## src/rtl/irq_ctrl_pkg.sv

```systemverilog
package irq_ctrl_pkg;
    localparam int REG_W    = 8;
    localparam int FLAG_N   = 6;
    localparam int ACT_BIT  = REG_W - 1;
    localparam int PAD_W    = REG_W - FLAG_N;

    localparam int POS_TIMER = 5;
    localparam int POS_TX    = 4;
    localparam int POS_RX    = 3;
    localparam int POS_IDLE  = 2;
    localparam int POS_HI    = 1;
    localparam int POS_LO    = 0;

    typedef enum logic {
        SEL_REQ = 1'b0,
        SEL_EN  = 1'b1
    } reg_sel_e;
endpackage

```

## src/rtl/irq_bitreg.sv

```systemverilog
module irq_bitreg #(
    parameter int N      = 6,
    parameter bit HW_SET = 1'b1
) (
    input  logic         clk,
    input  logic         rst_n,
    input  logic         wr_hit,
    input  logic         wr_set,
    input  logic [N-1:0] wr_mask,
    input  logic [N-1:0] hw_evt,
    output logic [N-1:0] q
);
    for (genvar i = 0; i < N; i++) begin : g_flag
        logic sw_next;
        logic nxt;

        always_comb begin
            sw_next = q[i];
            if (wr_hit && wr_mask[i]) begin
                sw_next = wr_set;
            end
        end

        if (HW_SET) begin : g_hw
            // hardware event dominates a same-cycle software clear
            assign nxt = sw_next | hw_evt[i];
        end else begin : g_sw
            assign nxt = sw_next;
        end

        always_ff @(posedge clk) begin
            if (!rst_n) begin
                q[i] <= 1'b0;
            end else begin
                q[i] <= nxt;
            end
        end
    end
endmodule

```

## src/rtl/irq_merge.sv

```systemverilog
module irq_merge #(
    parameter int N = 6
) (
    input  logic         clk,
    input  logic         rst_n,
    input  logic [N-1:0] req,
    input  logic [N-1:0] en,
    output logic         status,
    output logic         pin
);
    assign status = |(req & en);

    always_ff @(posedge clk) begin
        if (!rst_n) begin
            pin <= 1'b0;
        end else begin
            pin <= status;
        end
    end
endmodule

```

## src/rtl/irq_ctrl.sv

```systemverilog
module irq_ctrl
    import irq_ctrl_pkg::*;
(
    input  logic             clk,
    input  logic             rst_n,
    input  logic             wr_en,
    input  logic             wr_sel,
    input  logic [REG_W-1:0] wr_data,
    input  logic             rd_sel,
    output logic [REG_W-1:0] rd_data,
    input  logic             ev_timer,
    input  logic             ev_tx,
    input  logic             ev_rx,
    input  logic             ev_idle,
    input  logic             ev_hi,
    input  logic             ev_lo,
    output logic             irq_status,
    output logic             irq_o
);
    logic [FLAG_N-1:0] req_q;
    logic [FLAG_N-1:0] en_q;
    logic [FLAG_N-1:0] ev_vec;
    logic [FLAG_N-1:0] mask;
    logic              act_set;
    logic              hit_req;
    logic              hit_en;

    always_comb begin
        ev_vec            = '0;
        ev_vec[POS_TIMER] = ev_timer;
        ev_vec[POS_TX]    = ev_tx;
        ev_vec[POS_RX]    = ev_rx;
        ev_vec[POS_IDLE]  = ev_idle;
        ev_vec[POS_HI]    = ev_hi;
        ev_vec[POS_LO]    = ev_lo;
    end

    assign mask    = wr_data[FLAG_N-1:0];
    assign act_set = wr_data[ACT_BIT];
    assign hit_req = wr_en && (reg_sel_e'(wr_sel) == SEL_REQ);
    assign hit_en  = wr_en && (reg_sel_e'(wr_sel) == SEL_EN);

    irq_bitreg #(.N(FLAG_N), .HW_SET(1'b1)) u_req (
        .clk    (clk),
        .rst_n  (rst_n),
        .wr_hit (hit_req),
        .wr_set (act_set),
        .wr_mask(mask),
        .hw_evt (ev_vec),
        .q      (req_q)
    );

    irq_bitreg #(.N(FLAG_N), .HW_SET(1'b0)) u_en (
        .clk    (clk),
        .rst_n  (rst_n),
        .wr_hit (hit_en),
        .wr_set (act_set),
        .wr_mask(mask),
        .hw_evt ('0),
        .q      (en_q)
    );

    irq_merge #(.N(FLAG_N)) u_merge (
        .clk   (clk),
        .rst_n (rst_n),
        .req   (req_q),
        .en    (en_q),
        .status(irq_status),
        .pin   (irq_o)
    );

    always_comb begin
        unique case (reg_sel_e'(rd_sel))
            SEL_REQ: rd_data = {{PAD_W{1'b0}}, req_q};
            SEL_EN:  rd_data = {{PAD_W{1'b0}}, en_q};
            default: rd_data = '0;
        endcase
    end
endmodule

```

## config.mk

```make
export PLATFORM = sky130hd
export DESIGN_NAME = irq_ctrl
export DESIGN_NICKNAME = d
export VERILOG_FILES = /design/src/rtl/irq_ctrl_pkg.sv /design/src/rtl/irq_bitreg.sv /design/src/rtl/irq_merge.sv /design/src/rtl/irq_ctrl.sv
export SDC_FILE = /design/constraint.sdc
export NUM_CORES = 1
export LEC_CHECK = 0
export BUFFER_PORTS_ARGS = -buffer_cell sky130_fd_sc_hd__buf_2
export CAP_MARGIN = 20
export CELL_PAD_IN_SITES_DETAIL_PLACEMENT = 0
export CELL_PAD_IN_SITES_GLOBAL_PLACEMENT = 1
export CORE_ASPECT_RATIO = 1.1
export CORE_UTILIZATION = 36
export DETAILED_ROUTE_END_ITERATION = 16
export GPL_ROUTABILITY_DRIVEN = 0
export PLACE_DENSITY_LB_ADDON = 0.15
export SYNTH_ARGS = -nofsm -noshare
export SYNTH_HDL_FRONTEND = slang
export SYNTH_SLANG_ARGS = --single-unit
```

## constraint.sdc

```tcl
create_clock -name clk -period 1.5 [get_ports clk]
set_clock_uncertainty 0.15 [all_clocks]
set_input_delay 0.15 -clock clk [delete_from_list [all_inputs] [get_ports clk]]
set_output_delay 0.15 -clock clk [all_outputs]
set_load 0.02 [all_outputs]
```

==> run summary <==
Run status: finished with violations
Failing checks: design-rule violations
Post-Synthesis Cells: 68
Tot Pwr: 777 µW
Most frequent cells after synthesis: dfxtp_1, nand3_1
Worst vdd ir: 566 µV
Row count: 16
Synth Area in XOR/XNOR: 0%
Final Cycle Share: 93.6%
Maximum clock rate: 712 MHz
Number of global-route vias before repair: 543
Initial antenna violation count: 0
R2R Path End: u_merge.pin$_SDFF_PN0_
Ports: 29
Sink Count: 13
Root buf cell: clkbuf_4
Worst path required time: 1.20 ns
Fraction of layout cells with a size suffix above 1: 39.4%
CTS clock-pin slew for the worst setup and hold paths: 0.09 ns
Placement Cell Area: 803 µm²
Worst R2R Start: u_req.q[1]$_SDFF_PN0_
Core Box Area: 1780 µm²
FF-to-FF path depth: 3
Register Area: 260 µm²
Top cells by area, synth: dfxtp_1, mux2_2, mux2i_1, o311a_1, nor2b_1
First-pass DRT Iterations: 10
Vias/cell: 5.29
Grt total ovfl: 0
Number of synthesized register bits: 13
Max Cap Viol: 0
Post-synth top flop: dfxtp_1
Htree depth: 1
Setup-failing EPs final: 0
Layout Cell Area excl Fill: 895 µm²
First-pass GRT wire length: 2370 µm
Clk Latency, worst-skew pair: 0.29 ns
Count leader, synth: dfxtp_1
Largest net degree at the start of global routing: 14
GRT Overall Usage: 15.9%
Crit path max fanout: 3
Synth Cell Area: 682 µm²
Antenna Cells: 0
# nets final: 119
Leak: 0.431 nW
Worst setup path end: irq_status
Ys Warns: 0
TNS Setup: 0 ns
Die Y-Extent: 47.6 µm
Combinational family with the most area after synthesis: compound AO/OA/AOI/OAI gates
Mux share of post-synthesis cell area: 18.7%
Type of origin of the critical path: flop
Cell Count, Final, Fillers Out: 117
Worst min path class: in2reg
Die X: 43.5 µm
Wire length after detailed routing: 1560 µm
ANT nets after route: 0
Final setup margin: 0.0953 ns
Port Buffers: 25
DR vias: 619
Footprint of the multi-input gates: 393 µm²
DIE AREA: 2070 µm²
Iter 0 DRT Violations: 16
Max-slew violation total from the final report: 0
Pwr/cell area: 869 nW/µm²
Compound-Gate Fraction of Synth Area: 20.2%
Filler cell count: 186
Post-CTS setup buffer count: 0
CP startpoint: u_req.q[1]$_SDFF_PN0_
CP Capture Type: output port
Post-synth EDFFs: 0
Pre-CTS setup slack: 0.261 ns
Placed cells: 107
CP Class: reg2out
Post-synth cell types: 16
Fraction of registers with async set/reset: 0%
Max Root-Sink Buffers: 2
Fin crit period: 1.40 ns
Reg2reg setup slack: 0.44 ns
Initial Utilization: 38.3%
WP data arrival: 1.10 ns
Fin. Hold Viols: 0
CTS tree: yes
Area grow syn2layout: 31.2%
Avg WL per Cell: 13.3 µm
Synth top area share: 38.2%
Syn_area_per_cell: 10.0 µm²
RSZ-0062 raised after global routing: no
Area share of fa/ha/maj cells after synthesis: 0%
Drt drc: 4
CTS Buf Count: 3
Post-synth top area cell: dfxtp_1
Simple-gate share of the synthesized area: 16.9%
Seq/Total Area, Yosys: 38.2%
==> area by class of cell <==
type / count / share of cell area, %
tap: 18 / 2.52
sequential: 13 / 29.1
multi-input combinational: 50 / 43.9
timing repair buffer: 32 / 21.5
clock buffer: 4 / 2.94
==> critical path, stage by stage, from the launching register on <==
cell     delay [ns]
dfxtp_1        0.33
a22oi_1        0.20
nand3_1        0.12
buf_2          0.17
==> repair_timing <==
action,4_1_cts,5_1_grt
hold buffers,6,0
endpoints found under the hold margin,6,0
endpoints found under the setup margin,0,1
gates resized for setup,0,1
==> worst min-delay path by stage <==
stage                          start                     end  slack (ns)  depth (start not counted)
final                     wr_data[5]   u_req.q[5]$_SDFF_PN0_        0.03                          3
after global routing      wr_data[4]   u_req.q[4]$_SDFF_PN0_        0.03                          3
after CTS                 wr_data[5]   u_req.q[5]$_SDFF_PN0_        0.03                          3
after detailed placement       ev_rx   u_req.q[3]$_SDFF_PN0_        0.27                          2
after global placement       ev_idle   u_req.q[2]$_SDFF_PN0_        0.27                          2
after floorplan                rst_n  u_en.q[0]$_SDFFE_PN0P_        0.13                          1
==> per-stage QoR <==
step	util, %	hold slack (ns)
after CTS	49.9	0.0276
after floorplan	-	0.128
final	50.2	0.0262
after global routing	50.2	0.0347
after global placement	45.1	0.266
after detailed placement	45.1	0.272
==> sequential cells by signal, summed over array words and instances (netlist names) <==
signal       cells
u_req.q          6
u_en.q           6
u_merge.pin      1
==> power breakdown <==
| part | internal, mW | total, mW | leakage [nW] | switching (mW) |
|---|---|---|---|---|
| registers | 0.365 | 0.380 | 0.107 | 0.0149 |
| clock network | 0.103 | 0.229 | 0.0150 | 0.126 |
| logic | 0.0839 | 0.168 | 0.309 | 0.0839 |
==> layout by cell type, fill, tap and decap left out <==
cell type,n
nand3_1,7
mux2_2,6
dfxtp_1,13
nor2b_1,6
a22oi_2,1
o311a_1,6
dlygate4sd3_1,6
nand2_1,6
a211o_1,4
conb_1,2
mux2i_1,6
buf_2,25
clkbuf_4,3
buf_4,1
clkbuf_1,1
nor2b_4,1
a211o_2,2
a22oi_1,2
and2_1,1
==> cells by family after synthesis <==
kind of cell           Yosys count
and+or+nand+nor                 21
AOI/OAI and AO/OA               15
DFF                             13
muxes                           12
buffers and inverters            6
other                            1
==> per-layer routing <==
metal | part of all wire [%] | track usage (%)
met1 | 47 | 19.7
met2 | 46 | 26.1
met3 | 5.8 | 6.42
met4 | 0.38 | 3.75
met5 | 0 | 0
No activity file was read; power rests on OpenSTA's default activity.
